==> src/rtl/pm_ctrl_pkg.sv <==
package pm_ctrl_pkg;

    localparam int REG_W     = 8;
    localparam int BIT_CTL   = 6;
    localparam int BIT_REFR  = 4;
    localparam int BIT_GATE  = 2;
    localparam int BIT_LINK  = 1;
    localparam int BIT_CRST  = 0;

    // Software-writable fields.
    typedef struct packed {
        logic ctl;
        logic refr;
        logic gate;
        logic crst;
    } pm_wr_t;

    // Full stored state, including the strap-loaded field.
    typedef struct packed {
        logic ctl;
        logic refr;
        logic gate;
        logic link;
        logic crst;
    } pm_state_t;

endpackage

==> src/rtl/pm_cfg_store.sv <==
module pm_cfg_store
    import pm_ctrl_pkg::*;
(
    input  logic      clk,
    input  logic      rst_n,
    input  logic      strap_in,
    input  logic      suspend_in,
    input  logic      wr_hit,
    input  pm_wr_t    wr_val,
    output pm_state_t st_q
);

    pm_state_t st_d;

    always_comb begin
        st_d = st_q;
        if (!rst_n) begin
            st_d      = '0;
            st_d.link = strap_in;
            st_d.crst = suspend_in ? st_q.crst : 1'b0;
        end else if (wr_hit) begin
            st_d.ctl  = wr_val.ctl;
            st_d.refr = wr_val.refr;
            st_d.gate = wr_val.gate;
            st_d.crst = wr_val.crst;
        end
    end

    always_ff @(posedge clk) begin
        st_q <= st_d;
    end

    // an accepted write lands on the next edge
    assert_write_lands_R3: assert property (@(posedge clk) disable iff (!rst_n)
        wr_hit |=> (st_q.ctl == $past(wr_val.ctl) && st_q.refr == $past(wr_val.refr) &&
                    st_q.gate == $past(wr_val.gate) && st_q.crst == $past(wr_val.crst)));

    // without a write the writable fields hold
    assert_no_write_hold_R3: assert property (@(posedge clk) disable iff (!rst_n)
        !wr_hit |=> ($stable(st_q.ctl) && $stable(st_q.refr) &&
                     $stable(st_q.gate) && $stable(st_q.crst)));

    // the strap-loaded field never moves outside reset
    assert_strap_hold_R2: assert property (@(posedge clk) disable iff (!rst_n)
        $past(rst_n) |-> $stable(st_q.link));

    // a reset outside suspend leaves the reset-permission bit clear
    assert_crst_clear_R9: assert property (@(posedge clk) disable iff (!rst_n)
        ($rose(rst_n) && !$past(suspend_in)) |-> !st_q.crst);

endmodule

==> src/rtl/pm_cfg_port.sv <==
module pm_cfg_port
    import pm_ctrl_pkg::*;
#(
    parameter logic [REG_W-1:0] REG_OFFSET = 8'h7A
) (
    input  logic [REG_W-1:0] cfg_addr,
    input  logic             cfg_wr,
    input  logic             cfg_byte_en,
    input  logic             cfg_rd,
    input  logic [REG_W-1:0] cfg_wdata,
    input  pm_state_t        st,
    output logic             wr_hit,
    output pm_wr_t           wr_val,
    output logic [REG_W-1:0] rdata
);

    logic sel;
    logic unused_wbits;

    assign sel    = (cfg_addr == REG_OFFSET);
    assign wr_hit = sel && cfg_wr && cfg_byte_en;

    assign wr_val.ctl  = cfg_wdata[BIT_CTL];
    assign wr_val.refr = cfg_wdata[BIT_REFR];
    assign wr_val.gate = cfg_wdata[BIT_GATE];
    assign wr_val.crst = cfg_wdata[BIT_CRST];

    // Reserved and strap-owned bits are dropped on write.
    assign unused_wbits = ^{cfg_wdata[7], cfg_wdata[5], cfg_wdata[3], cfg_wdata[BIT_LINK]};

    always_comb begin
        rdata = '0;
        if (sel && cfg_rd) begin
            rdata[BIT_CTL]  = st.ctl;
            rdata[BIT_REFR] = st.refr;
            rdata[BIT_GATE] = st.gate;
            rdata[BIT_LINK] = st.link;
            rdata[BIT_CRST] = st.crst;
        end
    end

endmodule

==> src/rtl/pm_io_claim.sv <==
module pm_io_claim #(
    parameter int                   IO_ADDR_W = 16,
    parameter logic [IO_ADDR_W-1:0] CTL_PORT  = 16'h0022
) (
    input  logic                 io_valid,
    input  logic [IO_ADDR_W-1:0] io_addr,
    input  logic                 ctl_en,
    output logic                 claim,
    output logic                 forward
);

    logic [IO_ADDR_W-1:0] bit_eq;

    for (genvar g = 0; g < IO_ADDR_W; g++) begin : g_cmp
        assign bit_eq[g] = (io_addr[g] == CTL_PORT[g]);
    end

    assign claim   = io_valid && ctl_en && (&bit_eq);
    assign forward = io_valid && !claim;

endmodule

==> src/rtl/pm_ctrl_reg.sv <==
module pm_ctrl_reg
    import pm_ctrl_pkg::*;
#(
    parameter int                   IO_ADDR_W  = 16,
    parameter logic [REG_W-1:0]     REG_OFFSET = 8'h7A,
    parameter logic [IO_ADDR_W-1:0] CTL_PORT   = 16'h0022
) (
    input  logic                 clk,
    input  logic                 rst_n,
    input  logic                 strap_link_off,
    input  logic                 suspend_active,
    input  logic [REG_W-1:0]     cfg_addr,
    input  logic                 cfg_wr,
    input  logic                 cfg_byte_en,
    input  logic [REG_W-1:0]     cfg_wdata,
    input  logic                 cfg_rd,
    output logic [REG_W-1:0]     cfg_rdata,
    input  logic                 io_valid,
    input  logic [IO_ADDR_W-1:0] io_addr,
    input  logic                 bus_idle_all,
    output logic                 io_claim,
    output logic                 io_forward,
    output logic                 ctl_port_en,
    output logic                 refresh_en,
    output logic                 clk_gate_req,
    output logic                 link_off,
    output logic                 cpu_rst_alone_en
);

    pm_state_t st_q;
    pm_wr_t    wr_val;
    logic      wr_hit;

    pm_cfg_port #(.REG_OFFSET(REG_OFFSET)) i_port (
        .cfg_addr    (cfg_addr),
        .cfg_wr      (cfg_wr),
        .cfg_byte_en (cfg_byte_en),
        .cfg_rd      (cfg_rd),
        .cfg_wdata   (cfg_wdata),
        .st          (st_q),
        .wr_hit      (wr_hit),
        .wr_val      (wr_val),
        .rdata       (cfg_rdata)
    );

    pm_cfg_store i_store (
        .clk        (clk),
        .rst_n      (rst_n),
        .strap_in   (strap_link_off),
        .suspend_in (suspend_active),
        .wr_hit     (wr_hit),
        .wr_val     (wr_val),
        .st_q       (st_q)
    );

    pm_io_claim #(.IO_ADDR_W(IO_ADDR_W), .CTL_PORT(CTL_PORT)) i_claim (
        .io_valid (io_valid),
        .io_addr  (io_addr),
        .ctl_en   (st_q.ctl),
        .claim    (io_claim),
        .forward  (io_forward)
    );

    assign ctl_port_en      = st_q.ctl;
    assign refresh_en       = st_q.refr;
    assign link_off         = st_q.link;
    assign cpu_rst_alone_en = st_q.crst;
    assign clk_gate_req     = st_q.gate && bus_idle_all;

    // a claim needs the stored control-port enable and an I/O cycle
    assert_claim_needs_en_R6: assert property (@(posedge clk) disable iff (!rst_n)
        io_claim |-> (ctl_port_en && io_valid));

    // claim and forward are exclusive
    assert_claim_fwd_excl_R6: assert property (@(posedge clk) disable iff (!rst_n)
        !(io_claim && io_forward));

    // only the exact port is claimed
    assert_claim_exact_R7: assert property (@(posedge clk) disable iff (!rst_n)
        io_claim |-> (io_addr == CTL_PORT));

    // gating is requested only when every bus is idle
    assert_gate_idle_R8: assert property (@(posedge clk) disable iff (!rst_n)
        clk_gate_req |-> bus_idle_all);

    // reserved bits read back as zero
    assert_rsv_zero_R4: assert property (@(posedge clk) disable iff (!rst_n)
        (cfg_rdata[7] == 1'b0 && cfg_rdata[5] == 1'b0 && cfg_rdata[3] == 1'b0));

    // no read strobe, no read data
    assert_rd_quiet_R5: assert property (@(posedge clk) disable iff (!rst_n)
        !cfg_rd |-> (cfg_rdata == '0));

    // a read of the offset shows the refresh field that the output carries
    assert_rd_refr_R5: assert property (@(posedge clk) disable iff (!rst_n)
        (cfg_rd && cfg_addr == REG_OFFSET) |-> (cfg_rdata[BIT_REFR] == refresh_en));

endmodule

==> config.mk <==
export PLATFORM = sky130hd
export DESIGN_NAME = pm_ctrl_reg
export DESIGN_NICKNAME = d
export VERILOG_FILES = /design/src/rtl/pm_ctrl_pkg.sv /design/src/rtl/pm_cfg_store.sv /design/src/rtl/pm_cfg_port.sv /design/src/rtl/pm_io_claim.sv /design/src/rtl/pm_ctrl_reg.sv
export SDC_FILE = /design/constraint.sdc
export NUM_CORES = 1
export LEC_CHECK = 0
export BUFFER_PORTS_ARGS = -buffer_cell sky130_fd_sc_hd__buf_4
export CAP_MARGIN = 20
export CORE_MARGIN = 5
export CORE_UTILIZATION = 27
export CTS_CLUSTER_SIZE = 14
export DETAILED_ROUTE_END_ITERATION = 12
export PLACE_DENSITY = 0.75
export SLEW_MARGIN = 20
export SYNTH_ARGS = -nofsm -noshare
export SYNTH_HDL_FRONTEND = slang
export SYNTH_SLANG_ARGS = --single-unit
==> constraint.sdc <==
create_clock -name clk -period 1.2 [get_ports clk]
set_input_delay 0.06 -clock clk [delete_from_list [all_inputs] [get_ports clk]]
set_output_delay 0.06 -clock clk [all_outputs]
set_load 0.01 [all_outputs]
==> flow_metrics.env <==
export IMPL_status="finished with violations"
export IMPL_violations="negative setup slack"
export IMPL_final_setup_worst_slack_ps=-211
export IMPL_gp_congestion=0.658
export IMPL_slew_violations=0
export IMPL_clk_path_buf_depth=2
export IMPL_power_density_nw_per_um2=650
export IMPL_worst_path_max_fanout=2
export IMPL_postRouteAntennaNets=0
export IMPL_ys_ff_latch=5
export IMPL_yosys_area_top_type_share=0.163
export IMPL_finalSetupTns_ps=-385
export IMPL_synthCells=43
export IMPL_grt_pass1_wl_um=1810
export IMPL_htreeDepth=1
export IMPL_hold_viol=0
export IMPL_power_mw=0.511
export IMPL_antenna_cells=0
export IMPL_die_w_um=47.0
export IMPL_regToRegStartpoint="i_store.st_q[4]"
export IMPL_ff2ff_setup_slack_ps=540
export IMPL_vdd_drop_max_v=0.000456
export IMPL_hold_class="in -> reg"
export IMPL_ys_seq_area_frac=0.325
export IMPL_worstSetupPathType="reg -> out"
export IMPL_cts_tree="built"
export IMPL_fillers=126
export IMPL_gr_total_overflow=0
export IMPL_top_register="i_store.st_q"
export IMPL_r2r_end="i_store.st_q[4]"
export IMPL_core_area_um2=1300
export IMPL_drc_errors=0
export IMPL_cap_violations=0
export IMPL_fmax_ghz=0.709
export IMPL_clk_insertion_delay_late_ps=240
export IMPL_reg2reg_depth=3
export IMPL_cts_sinks=5
export IMPL_area_delta_synth_final_pct=113
export IMPL_grt_start_max_net_pins=11
export IMPL_setup_worst_path_end_class="output port"
export IMPL_grt_usage=0.119
export IMPL_cts_setup_buffers=0
export IMPL_syn_area_um2=369
export IMPL_drt_wl_total_um=1320
export IMPL_fin_nets=138
export IMPL_synth_top_area_cell="dfxtp_1"
export IMPL_fp_row_count=13
export IMPL_yosys_warnings=0
export IMPL_synth_cell_types=21
export IMPL_min_period_ps=1410
export IMPL_num_io_pins=56
export IMPL_root_buffer="clkbuf_4"
export IMPL_arrival_ps=1350
export IMPL_initial_core_util=0.284
export IMPL_worstPathRequired_ps=1140
export IMPL_path_clk_slew_ps=50
export IMPL_worst_setup_path_start_kind="flip-flop"
export IMPL_hold_depth=3
export IMPL_largest_reg_flops=5
export IMPL_wire_per_inst_um=11.9
export IMPL_whs_endpoint="i_store.st_q[4]"
export IMPL_num_vias=486
export IMPL_clock_skew_ps=0
export IMPL_period_share=1.18
export IMPL_antenna_found_initial=0
export IMPL_first_global_vias=433
export IMPL_cts_made_buffers=3
export IMPL_setup_viol=2
export IMPL_die_y_um=47.0
export IMPL_drtIter0Drc=8
export IMPL_synth_area_leaders="dfxtp_1, edfxtp_1, and2_1"
export IMPL_port_buffer_count=48
export IMPL_dieArea_um2=2210
export IMPL_drt_first_pass_iters=4
export IMPL_hpwl_um=1130
export IMPL_syn_area_per_cell_um2=8.58
export IMPL_leakage_nw=0.402
export IMPL_vias_per_cell=4.38
export IMPL_reg_top3="i_store.st_q x5"
export IMPL_drive_gt1_frac=0.604
export IMPL_rsz0062_at_grt="true"
export IMPL_hp_start="cfg_wdata[6]"
-- power by group --
group          internal [mW]  switching (mW)
Sequential             0.183         0.00175
Combinational         0.0928          0.0400
Clock                  0.126          0.0680
Total                  0.401           0.110
-- Yosys cell counts, drive strengths merged --
cell / n
a21o: 1
and2: 7
buf: 3
clkbuf: 1
conb: 1
dfxtp: 3
edfxtp: 2
inv: 2
mux2i: 3
nand2: 8
nand4: 1
nand4b: 1
nand4bb: 1
nor2: 1
nor3: 3
nor4: 2
o31a: 1
or3: 1
or4: 1
-- worst max-delay path by stage --
| stage | slack (ps) | from | cells past startpoint | to |
|---|---|---|---|---|
| 6_report | -210 | i_store.st_q[4] | 4 | io_forward |
| 5_1_grt | -270 | i_store.st_q[4] | 4 | io_forward |
| 4_1_cts | -240 | i_store.st_q[4] | 4 | io_forward |
| 3_5_place_dp | -2 | i_store.st_q[4] | 4 | io_forward |
| 3_3_place_gp | 6 | i_store.st_q[4] | 4 | io_forward |
| 2_1_floorplan | 30 | i_store.st_q[4] | 3 | io_forward |
-- layer usage --
layer / up-vias / routed length [µm] / track usage
met3: 0 / 191 / 0.0460
met2: 26 / 702 / 0.209
met4: 0 / 0 / 0.0663
met5: - / 0 / 0
li1: 248 / - / -
met1: 212 / 430 / 0.119
-- layout by cell type (no fill, tap or decap), drive strengths merged --
master,n
nor2,1
mux2i,3
or4,1
a21o,1
o31a,1
nand4b,1
nand2,8
clkbuf,4
or3,1
dlygate4sd3,1
buf,50
nor4,2
nand4,1
dfxtp,3
and2,7
edfxtp,2
nor3,3
nand4bb,1
conb,3
inv,2
-- layout make-up --
class / instances / area (µm²) / area share
multi-input combinational: 34 / 228 / 0.289
sequential: 5 / 121 / 0.154
clock buffer: 4 / 26.3 / 0.0334
timing repair buffer: 51 / 385 / 0.490
inverter: 2 / 7.51 / 0.00954
tap: 15 / 18.8 / 0.0238
-- critical path: stages, from the launching register on --
cell     delay (ps)
dfxtp_2         320
nand4_1          70
or3_4           340
o31a_1          240
buf_4           140
-- cells by family after synthesis --
group | share of synthesized area
other | 0.0102
AND/OR/NAND/NOR | 0.447
flip-flops | 0.325
AO/OA/AOI/OAI | 0.0441
buffers and inverters | 0.0915
multiplexers | 0.0814
-- timing repair --
action,4_1_cts,5_1_grt
endpoints found under the setup margin,2,2
gates resized for setup,1,1
hold buffers,1,0
hold endpoints to repair,1,0
pin swaps,2,1
-- per-stage QoR --
stage | cells | instance area (µm²) | hold slack [ps] | worst slack (ps) | util
2_1_floorplan | 45 | 377 | 159 | 25.0 | -
4_1_cts | 111 | 782 | 59.1 | -243 | 0.601
6_report | 111 | 787 | 66.3 | -211 | 0.605
3_5_place_dp | 106 | 744 | 240 | -2.09 | 0.572
5_1_grt | 111 | 787 | 63.9 | -275 | 0.605
3_3_place_gp | 106 | 744 | 241 | 6.42 | 0.572
Note: power is estimated with default switching activity, not from simulation.
